<file path="src/rtl/pwm_pkg.sv">
`timescale 1ns/1ps
package pwm_pkg;
  localparam int DATA_W   = 32;
  localparam int PRE_W    = 14;
  localparam int CNT_W    = 16;
  localparam int PRE_LSB  = 2;
  localparam int WIN_BITS = 4;

  localparam logic [WIN_BITS-1:0] OFF_CTRL   = 4'h0;
  localparam logic [WIN_BITS-1:0] OFF_DUTY   = 4'h4;
  localparam logic [WIN_BITS-1:0] OFF_PER    = 4'h8;
  localparam logic [WIN_BITS-1:0] OFF_MASTER = 4'hC;

  typedef enum logic [1:0] {FLD_CTRL, FLD_DUTY, FLD_PER, FLD_NONE} fld_e;

  typedef struct packed {
    logic             en;
    logic [PRE_W-1:0] pre;
    logic [CNT_W-1:0] dc;
    logic [CNT_W-1:0] pv;
  } chan_cfg_t;

  function automatic fld_e decode_fld(input logic [WIN_BITS-1:0] off);
    case (off)
      OFF_CTRL: return FLD_CTRL;
      OFF_DUTY: return FLD_DUTY;
      OFF_PER:  return FLD_PER;
      default:  return FLD_NONE;
    endcase
  endfunction

  function automatic logic [DATA_W-1:0] pack_ctrl(input logic en, input logic [PRE_W-1:0] pre);
    logic [DATA_W-1:0] v;
    v = '0;
    v[0] = en;
    v[PRE_LSB +: PRE_W] = pre;
    return v;
  endfunction

  // Final tick of a period: tick+1 has reached the period count.
  function automatic logic is_last_tick(input logic [CNT_W-1:0] tick, input logic [CNT_W-1:0] pv);
    return ({1'b0, tick} + (CNT_W+1)'(1)) >= {1'b0, pv};
  endfunction

  function automatic logic in_high(input logic [CNT_W-1:0] tick, input logic [CNT_W-1:0] dc);
    return tick < dc;
  endfunction
endpackage

</file>
<file path="src/rtl/pwm_regs.sv">
`timescale 1ns/1ps
module pwm_regs
  import pwm_pkg::*;
#(
  parameter int NCH    = 4,
  parameter int ADDR_W = 6
) (
  input  logic                    clk,
  input  logic                    rst_n,
  input  logic [ADDR_W-1:0]       addr,
  input  logic [DATA_W-1:0]       wdata,
  input  logic                    we,
  output logic [DATA_W-1:0]       rdata,
  output chan_cfg_t [NCH-1:0]     cfg_o,
  output logic                    master_o
);
  localparam int IDX_W = ADDR_W - WIN_BITS;
  localparam logic [ADDR_W-1:0] MASTER_ADDR = {{IDX_W{1'b1}}, OFF_MASTER};

  logic [IDX_W-1:0]    idx;
  logic [WIN_BITS-1:0] off;
  fld_e                fld;
  logic                ch_hit, master_hit;
  logic                wr_chan, wr_master, wr_ignored;
  chan_cfg_t [NCH-1:0] cfg_q;
  logic                master_q;
  wire                 unused_wbits = ^{wdata[DATA_W-1:CNT_W], wdata[1]};

  assign idx        = addr[ADDR_W-1:WIN_BITS];
  assign off        = addr[WIN_BITS-1:0];
  assign fld        = decode_fld(off);
  assign ch_hit     = (int'(idx) < NCH) && (fld != FLD_NONE);
  assign master_hit = (addr == MASTER_ADDR);
  assign wr_chan    = we && ch_hit;
  assign wr_master  = we && master_hit;
  assign wr_ignored = we && !ch_hit && !master_hit;

  always_ff @(posedge clk) begin
    if (!rst_n) begin
      cfg_q    <= '0;
      master_q <= 1'b0;
    end else begin
      if (wr_master) master_q <= wdata[0];
      for (int i = 0; i < NCH; i++) begin
        if (wr_chan && int'(idx) == i) begin
          case (fld)
            FLD_CTRL: begin
              cfg_q[i].en  <= wdata[0];
              cfg_q[i].pre <= wdata[PRE_LSB +: PRE_W];
            end
            FLD_DUTY: cfg_q[i].dc <= wdata[CNT_W-1:0];
            FLD_PER:  cfg_q[i].pv <= wdata[CNT_W-1:0];
            default: ;
          endcase
        end
      end
    end
  end

  always_comb begin
    rdata = '0;
    if (master_hit) begin
      rdata[0] = master_q;
    end else if (ch_hit) begin
      for (int i = 0; i < NCH; i++) begin
        if (int'(idx) == i) begin
          case (fld)
            FLD_CTRL: rdata = pack_ctrl(cfg_q[i].en, cfg_q[i].pre);
            FLD_DUTY: rdata[CNT_W-1:0] = cfg_q[i].dc;
            FLD_PER:  rdata[CNT_W-1:0] = cfg_q[i].pv;
            default: ;
          endcase
        end
      end
    end
  end

  assign cfg_o    = cfg_q;
  assign master_o = master_q;

  a_r2_ignored_write: assert property (@(posedge clk) disable iff (!rst_n)
    wr_ignored |=> ($stable(cfg_q) && $stable(master_q)));

  a_r1_master_lands: assert property (@(posedge clk) disable iff (!rst_n)
    wr_master |=> (master_q == $past(wdata[0])));
endmodule

</file>
<file path="src/rtl/pwm_channel.sv">
`timescale 1ns/1ps
module pwm_channel
  import pwm_pkg::*;
(
  input  logic             clk,
  input  logic             rst_n,
  input  logic             en_i,
  input  logic [PRE_W-1:0] pre_i,
  input  logic [CNT_W-1:0] dc_i,
  input  logic [CNT_W-1:0] pv_i,
  output logic             pwm_o
);
  logic             run_q;
  logic [PRE_W-1:0] pre_cnt, act_pre;
  logic [CNT_W-1:0] tick_cnt, act_dc, act_pv;
  logic             tick_end, last_tick, period_end;

  assign tick_end   = (pre_cnt == act_pre);
  assign last_tick  = is_last_tick(tick_cnt, act_pv);
  assign period_end = run_q && en_i && tick_end && last_tick;

  always_ff @(posedge clk) begin
    if (!rst_n) begin
      run_q    <= 1'b0;
      pre_cnt  <= '0;
      tick_cnt <= '0;
      act_pre  <= '0;
      act_dc   <= '0;
      act_pv   <= '0;
    end else if (!en_i || !run_q) begin
      // idle or first active cycle: counters at zero, settings tracked
      run_q    <= en_i;
      pre_cnt  <= '0;
      tick_cnt <= '0;
      act_pre  <= pre_i;
      act_dc   <= dc_i;
      act_pv   <= pv_i;
    end else if (tick_end) begin
      pre_cnt <= '0;
      if (last_tick) begin
        tick_cnt <= '0;
        act_pre  <= pre_i;
        act_dc   <= dc_i;
        act_pv   <= pv_i;
      end else begin
        tick_cnt <= tick_cnt + 1'b1;
      end
    end else begin
      pre_cnt <= pre_cnt + 1'b1;
    end
  end

  assign pwm_o = run_q && en_i && in_high(tick_cnt, act_dc);

  a_r4_off_clears: assert property (@(posedge clk) disable iff (!rst_n)
    !en_i |=> (pre_cnt == '0 && tick_cnt == '0 && !pwm_o));

  a_r8_hold_mid_period: assert property (@(posedge clk) disable iff (!rst_n)
    (run_q && en_i && !period_end) |=>
      ($stable(act_dc) && $stable(act_pv) && $stable(act_pre)));

  a_r5_prescale_bound: assert property (@(posedge clk) disable iff (!rst_n)
    run_q |-> (pre_cnt <= act_pre));

  a_r6_rise_at_start: assert property (@(posedge clk) disable iff (!rst_n)
    $rose(pwm_o) |-> (tick_cnt == '0 && pre_cnt == '0));

  a_r7_full_high: assert property (@(posedge clk) disable iff (!rst_n)
    (run_q && en_i && act_pv != '0 && act_dc >= act_pv) |-> pwm_o);
endmodule

</file>
<file path="src/rtl/pwm_bank.sv">
`timescale 1ns/1ps
module pwm_bank
  import pwm_pkg::*;
#(
  parameter int NCH    = 4,
  parameter int ADDR_W = 6
) (
  input  logic              clk,
  input  logic              rst_n,
  input  logic [ADDR_W-1:0] addr,
  input  logic [DATA_W-1:0] wdata,
  input  logic              we,
  output logic [DATA_W-1:0] rdata,
  output logic [NCH-1:0]    pwm_out
);
  chan_cfg_t [NCH-1:0] cfg;
  logic                master_en;
  logic [NCH-1:0]      chan_active;

  pwm_regs #(.NCH(NCH), .ADDR_W(ADDR_W)) u_regs (
    .clk      (clk),
    .rst_n    (rst_n),
    .addr     (addr),
    .wdata    (wdata),
    .we       (we),
    .rdata    (rdata),
    .cfg_o    (cfg),
    .master_o (master_en)
  );

  for (genvar g = 0; g < NCH; g++) begin : g_ch
    assign chan_active[g] = master_en && cfg[g].en;
    pwm_channel u_ch (
      .clk   (clk),
      .rst_n (rst_n),
      .en_i  (chan_active[g]),
      .pre_i (cfg[g].pre),
      .dc_i  (cfg[g].dc),
      .pv_i  (cfg[g].pv),
      .pwm_o (pwm_out[g])
    );
  end

  a_r3_master_gate: assert property (@(posedge clk) disable iff (!rst_n)
    !master_en |-> (pwm_out == '0));
endmodule

</file>
<file path="config.mk">
export PLATFORM = sky130hd
export DESIGN_NAME = pwm_bank
export DESIGN_NICKNAME = d
export VERILOG_FILES = /design/src/rtl/pwm_pkg.sv /design/src/rtl/pwm_regs.sv /design/src/rtl/pwm_channel.sv /design/src/rtl/pwm_bank.sv
export SDC_FILE = /design/constraint.sdc
export NUM_CORES = 1
export LEC_CHECK = 0
export CAP_MARGIN = 25
export CORE_MARGIN = 2
export CORE_UTILIZATION = 30
export CTS_CLUSTER_DIAMETER = 40
export CTS_CLUSTER_SIZE = 25
export DETAILED_ROUTE_END_ITERATION = 10
export GPL_TIMING_DRIVEN = 0
export PLACE_DENSITY = 0.52
export SYNTH_ARGS = -nofsm -noshare
export SYNTH_HDL_FRONTEND = slang
export SYNTH_HIERARCHICAL = 1
export SYNTH_SLANG_ARGS = --single-unit
</file>
<file path="constraint.sdc">
create_clock -name clk -period 3.2 [get_ports clk]
set_input_delay 0.64 -clock clk [delete_from_list [all_inputs] [get_ports clk]]
set_output_delay 0.64 -clock clk [all_outputs]
set_load 0.02 [all_outputs]
</file>
# --- Word level (Yosys, flattened, before mapping) ---
# Index checks and enable logic that the tools add are counted.
totals:
  reg_bits: 497
  input_bits: 41
  out_inout_bits: 36
  elab_cells: 197
classes:
  n_addsub: 12
  magnitude_cmp: 8
  n_eq_ne: 13
  mux: 57
  bitwise_logic: 1
  n_reduce_logical: 65
op_table:
  columns: ["operator", "count"]
  rows:
  - ["16-bit 2-to-1 mux", 32]
  - ["32-bit 2-to-1 mux", 6]
  - ["16-bit case mux with 3 select lines", 4]
  - ["14-bit 2-to-1 mux", 12]
  - ["16-bit by 1-bit adder with 17-bit output (second input constant)", 4]
  - ["17-bit by 16-bit >= comparator with 1-bit output", 4]
  - ["16-bit by 1-bit adder with 16-bit output (second input constant)", 4]
  - ["16-bit less-than comparator", 4]
  - ["14-bit by 1-bit adder with 14-bit output (second input constant)", 4]
  - ["14-bit == test", 4]
  - ["2-bit AND reduction", 16]
  - ["31-bit 2-to-1 mux", 1]
  - ["1-bit logical AND", 18]
  - ["2-bit nonzero test", 8]
  - ["3-bit OR reduction", 4]
  - ["1-bit logical NOT", 8]
  - ["2-bit OR reduction", 4]
  - ["2-bit == test (second input constant)", 3]
  - ["6-bit == test (second input constant)", 1]
  - ["2-bit case mux with 3 select lines", 1]
  - ["2-bit by 1-bit == test with 1-bit output (second input constant)", 2]
  - ["4-bit by 3-bit == test with 1-bit output (second input constant)", 1]
  - ["4-bit == test (second input constant)", 1]
  - ["2-bit logical NOT", 2]
  - ["5 further kinds", 8]

# --- Longest topological paths before layout ---
logic_depth:
  word_depth: 15
  mapped_depth: 15
  ltp_nobuf: 13

# --- Hierarchy ---
# The synthesis kept the hierarchy.
by_module_without_submodules:
  columns: ["module", "n_inst", "cells_each", "area_per_inst_um2", "seq_area_each_um2"]
  rows:
  - ["pwm_channel", 4, 515, 4383.0, 1541.5]
  - ["pwm_regs", 1, 1021, 9268.9, 3783.6]
  - ["pwm_bank", 1, 4, 25.0, 0.0]

# --- Worst setup path before layout ---
# Ideal clock, no wire load.
synth_path:
  kind: "register -> register"
  startpoint: "register g_ch[0].u_ch.tick_cnt[2]"
  endpoint: "register g_ch[0].u_ch.act_dc[0]"
  setup_ns: 0.072
  t_arrival_ns: 3.289
  required_ns: 3.128
  slack_ns: -0.160
  path_stages_with_launch: 15
  path_buffers: 3
  synth_period_minus_slack_ns: 3.360
  path_cell_list: "dfxtp_1 -> buf_2 -> nand3_1 -> nor3_1 -> nor3b_1 -> nand3_1 -> xnor2_1 -> ha_1 -> o21a_1 -> a211o_1 -> a2111oi_2 -> a211o_1 -> buf_6 -> buf_12 -> mux2i_1"
synth_via:
  elab_chain_len: 4
synth_rtl:
  columns: ["item", "line", "source"]
  rows:
  - ["start: declaration", "pwm_channel.sv:15", "logic [CNT_W-1:0] tick_cnt, act_dc, act_pv;"]
  - ["start signal: assignment", "pwm_channel.sv:46", "tick_cnt <= tick_cnt + 1'b1;"]
  - ["16-bit by 1-bit adder with 17-bit output", "pwm_pkg.sv:42", "return ({1'b0, tick} + (CNT_W+1)'(1)) >= {1'b0, pv};"]
  - ["17-bit by 16-bit >= comparator with 1-bit output", "pwm_pkg.sv:42", null]
  - ["2-bit nonzero test (no line)", null, null]
  - ["2-bit AND reduction (no line)", null, null]
  - ["end signal: assignment", "pwm_channel.sv:36", "act_dc <= dc_i;"]
  - ["end signal: assignment", "pwm_channel.sv:43", "act_dc <= dc_i;"]
  - ["end: declaration", "pwm_channel.sv:15", null]
# No other way between the ends.
# A chain may end at the register's enable or synchronous reset.

# --- Worst setup path after layout ---
layout_path:
  startpoint: "register g_ch[2].u_ch.tick_cnt[0]"
  endpoint: "register g_ch[2].u_ch.act_pre[7]"
layout_via:
  elab_chain_len: 4
layout_rtl:
  columns: ["item", "line", "source"]
  rows:
  - ["start: declaration", "pwm_channel.sv:15", null]
  - ["start signal: assignment", "pwm_channel.sv:46", null]
  - ["16-bit by 1-bit adder with 17-bit output", "pwm_pkg.sv:42", null]
  - ["17-bit by 16-bit >= comparator with 1-bit output", "pwm_pkg.sv:42", null]
  - ["2-bit nonzero test (no line)", null, null]
  - ["2-bit AND reduction (no line)", null, null]
  - ["end signal: assignment", "pwm_channel.sv:35", "act_pre <= pre_i;"]
  - ["end signal: assignment", "pwm_channel.sv:42", "act_pre <= pre_i;"]
  - ["end: declaration", "pwm_channel.sv:14", "logic [PRE_W-1:0] pre_cnt, act_pre;"]
# No other way between the ends.

==> results_dict.tcl <==
set metrics [dict create \
    multiInputGateArea_um2 16400 \
    ys.warnings.count 6 \
    min-delay-path-class "reg2reg" \
    p_leak_nw 13.4 \
    first_global_vias 22174 \
    cp_max_fo 7 \
    ios 77 \
    crit_path_start_kind "flop" \
    core_area_um2 88500 \
    synth_seq_cells 497 \
    yosysSeqAreaShare_pct 37.1 \
    irDropWorstVdd_v 0.000418 \
    clock-sinks 497 \
    seqCellArea_um2 10000 \
    initial_utilization_pct 30.3 \
    rows 109 \
    grt_usage_pct 19.1 \
    layout.nets 3530 \
    wl_um 89600 \
    dp_hpwl_um 64300 \
    grt_setup_unrepaired "true" \
    fin_worst_skew_ns 0.0248 \
    critPathMaxStageDelay_ns 0.49 \
    path_clk_slew_ns 0.06 \
    worst_slack_ns -0.142 \
    gp_congestion 0.955 \
    async_reset_ff_share_pct 0 \
    post_drt_wl_per_cell_um 19.5 \
    drc 0 \
    cp_data_arrival_time_ns 3.92 \
    critical_path_class "reg2reg" \
    synthToLayoutAreaGrowth_pct 29.8 \
    synth_cell_types 72 \
    status "finished with violations" \
    finish.utilization_pct 39.4 \
    drv_slew 0 \
    die_width_um 303 \
    crit_path_end_kind "flop" \
    die_area_um2 91800 \
    max_slew_margin_pct 23.8 \
    cts_max_level 3 \
    die_height_um 303 \
    portBuffers 41 \
    synthCells 3085 \
    worstMarginPinSlew_ns 1.14 \
    drive_gt1_share_pct 19.1 \
    path_cells "ha_4 -> nand4_4 -> nor2_4 -> xor2_4 -> ha_4 -> a211oi_2 -> nor2_1 -> a2111o_1 -> a2111oi_4 -> a211o_1 -> buf_12 -> clkbuf_16 -> mux2i_1" \
    vias_per_cell 4.95 \
    synth-edff-count 0 \
    timing.fmax_mhz 299 \
    drv_cap 0 \
    antenna_found_initial 2 \
    hold_slack_ns 0.457 \
    cts_tree "yes" \
    grt_max_degree 22 \
    r2r_slack_ns -0.14 \
    grt_pass1_wl_um 134000 \
    ys.flop_type "dfxtp_1" \
    fin_crit_ns 3.34 \
    clock-root-buffer "clkbuf_16" \
    failed_checks "setup timing" \
    avgSynthCellArea_um2 8.70 \
    insertion_delay_ns 0.65 \
    slowest_stage "a2111o_1" \
    required_ns 3.78 \
    power.density_nw_per_um2 486 \
    globalRouteOverflowTotal 0 \
    finalHoldViolCount 0 \
    final.fill_count 8796 \
    drtIter0Drc 1564 \
    finalSetupViolations 203 \
    vias 22780 \
    path_common_cell "ha_4" \
    post-route-period-util_pct 104 \
    numCtsBuffers 95 \
    ant_nets 0 \
    synthesis.area_um2 26800 \
    cts_buffer_depth 3 \
    first_pass_iters 5 \
]
-- placed cells by master, fill, tap and decap left out, types with 17 or more instances in the layout --
cell	synthesis	final
buf_4	39	117
xor2_1	96	85
xnor2_1	56	38
a21boi_0	71	71
buf_12	16	21
a21o_1	17	17
a21boi_1	24	24
a32o_1	36	36
nand3_1	106	87
ha_1	132	119
mux2i_1	316	312
inv_1	153	152
clkbuf_16	0	110
dfxtp_2	0	20
buf_6	12	33
buf_2	33	27
and2_1	26	23
a21oi_1	46	39
clkbuf_1	111	110
o21ai_0	51	36
nor3_1	39	31
dfxtp_1	497	466
nor2_1	111	98
and3_1	34	30
nor2b_1	104	102
nand2_1	661	659
nand4_1	30	30
-- worst max-delay path: cells and delay by family, from the launching register on --
kind	cells	cell delay [ns]
mux	1	0.18
flops	1	0.37
simple gates	3	0.41
fa+ha+maj	2	0.38
compound gates	4	1.34
buf+inv	2	0.37
xor+xnor	1	0.22
-- cells by family after synthesis --
logic type / count (synthesis) / synth area share (%)
other: 1 / 0.0140
AO/OA/AOI/OAI: 411 / 11.5
AND/OR/NAND/NOR: 1194 / 20.7
buffers and inverters: 366 / 7.13
XOR/XNOR: 152 / 4.96
multiplexers: 332 / 12.5
flip-flops: 497 / 37.1
adder cells (fa/ha/maj): 132 / 6.16
-- worst paths after layout --
check | start | to | depth (start not counted)
setup / recovery | g_ch[2].u_ch/tick_cnt[0] | g_ch[2].u_ch/act_pre[7] | 13
hold reg to reg | g_ch[2].u_ch/act_dc[4] | g_ch[2].u_ch/act_dc[4] | 2
hold / removal | g_ch[2].u_ch/act_dc[4] | g_ch[2].u_ch/act_dc[4] | 2
setup reg to reg | g_ch[2].u_ch/tick_cnt[0] | g_ch[2].u_ch/act_pre[7] | 13
-- registers in the layout (all words and copies together), names as in the netlist --
name and flops:
u_regs/cfg_o 188, g_ch.u_ch/act_dc 64, g_ch.u_ch/act_pv 64, g_ch.u_ch/tick_cnt 64
g_ch.u_ch/act_pre 56, g_ch.u_ch/pre_cnt 56, g_ch.u_ch/run_q 4, u_regs/master_o 1
-- per-layer routing --
metal,track usage [%],vias up,wire (µm)
met1,26.8,10894,43000
li1,-,11161,-
met4,5.14,0,1980
met5,0,-,0
met3,2.53,139,4320
met2,30.5,586,40300
-- synthesized netlist by cell type, drive strengths merged, types with 9 or more instances --
cell     count  share of area (%)
a21oi       54                1.1
mux2        15               0.63
nand4       34               0.89
o21bai      10               0.28
o21ai       55                1.0
a21boi      95                2.7
clkbuf     111                1.6
and3        34               0.79
buf        102                3.4
mux2i      316                 12
nor4        21               0.49
nand2      661                9.2
and2        26               0.61
nor2       112                1.6
nand3      112                2.3
nor3        43               0.88
nor2b      104                2.4
ha         132                6.2
xor2        96                3.1
xnor2       56                1.8
dfxtp      497                 37
a211oi       9               0.25
o31ai       10               0.28
inv        153                2.1
nor3b        9               0.29
a2111oi     18               0.69
o2bb2ai     13               0.42
a21o        17               0.48
a32o        36                1.3
a22oi       23               0.64
-- where the power goes --
part | internal [mW] | switching (mW)
sequential | 6.20 | 0.0145
clock | 6.32 | 3.64
combinational | 0.242 | 0.499
total | 12.8 | 4.16
-- timing repair --
item | in CTS | in global routing
buffers inserted | 63 | 30
resized for setup | 257 | 171
gates cloned | 5 | 16
endpoints found under the setup margin | 268 | 257
hold endpoints to repair | 0 | 0
pin swaps | 66 | 90
hold buffers | 0 | 0
-- through the flow --
| step | cells | total power [mW] | setup slack [ns] | setup TNS, ns | cell area, µm² |
|---|---|---|---|---|---|
| 2_1_floorplan | 3100 | 6.72 | 0.0165 | 0 | 27000 |
| 3_3_place_gp | 4306 | 7.00 | -2.01 | -336.62 | 28900 |
| 3_5_place_dp | 4314 | 7.01 | -1.58 | -152.71 | 29000 |
| 4_1_cts | 4556 | 17.1 | -0.107 | -8.86 | 33500 |
| 5_1_grt | 4602 | 17.4 | -0.297 | -47.25 | 34800 |
| 6_report | 4603 | 16.9 | -0.142 | -14.32 | 34800 |
-- layout make-up --
| class | instances | share of cell area, % |
|---|---|---|
| Inverter | 153 | 1.66 |
| Buffer | 211 | 4.32 |
| Tap cell | 1165 | 4.18 |
| Sequential cell | 497 | 28.8 |
| Multi-Input combinational cell | 2238 | 46.9 |
| Clock inverter | 57 | 1.69 |
| Clock buffer | 118 | 7.57 |
| Timing Repair Buffer | 161 | 4.86 |
| Antenna cell | 3 | 0.0216 |
Note: power is estimated with default switching activity, not from simulation.
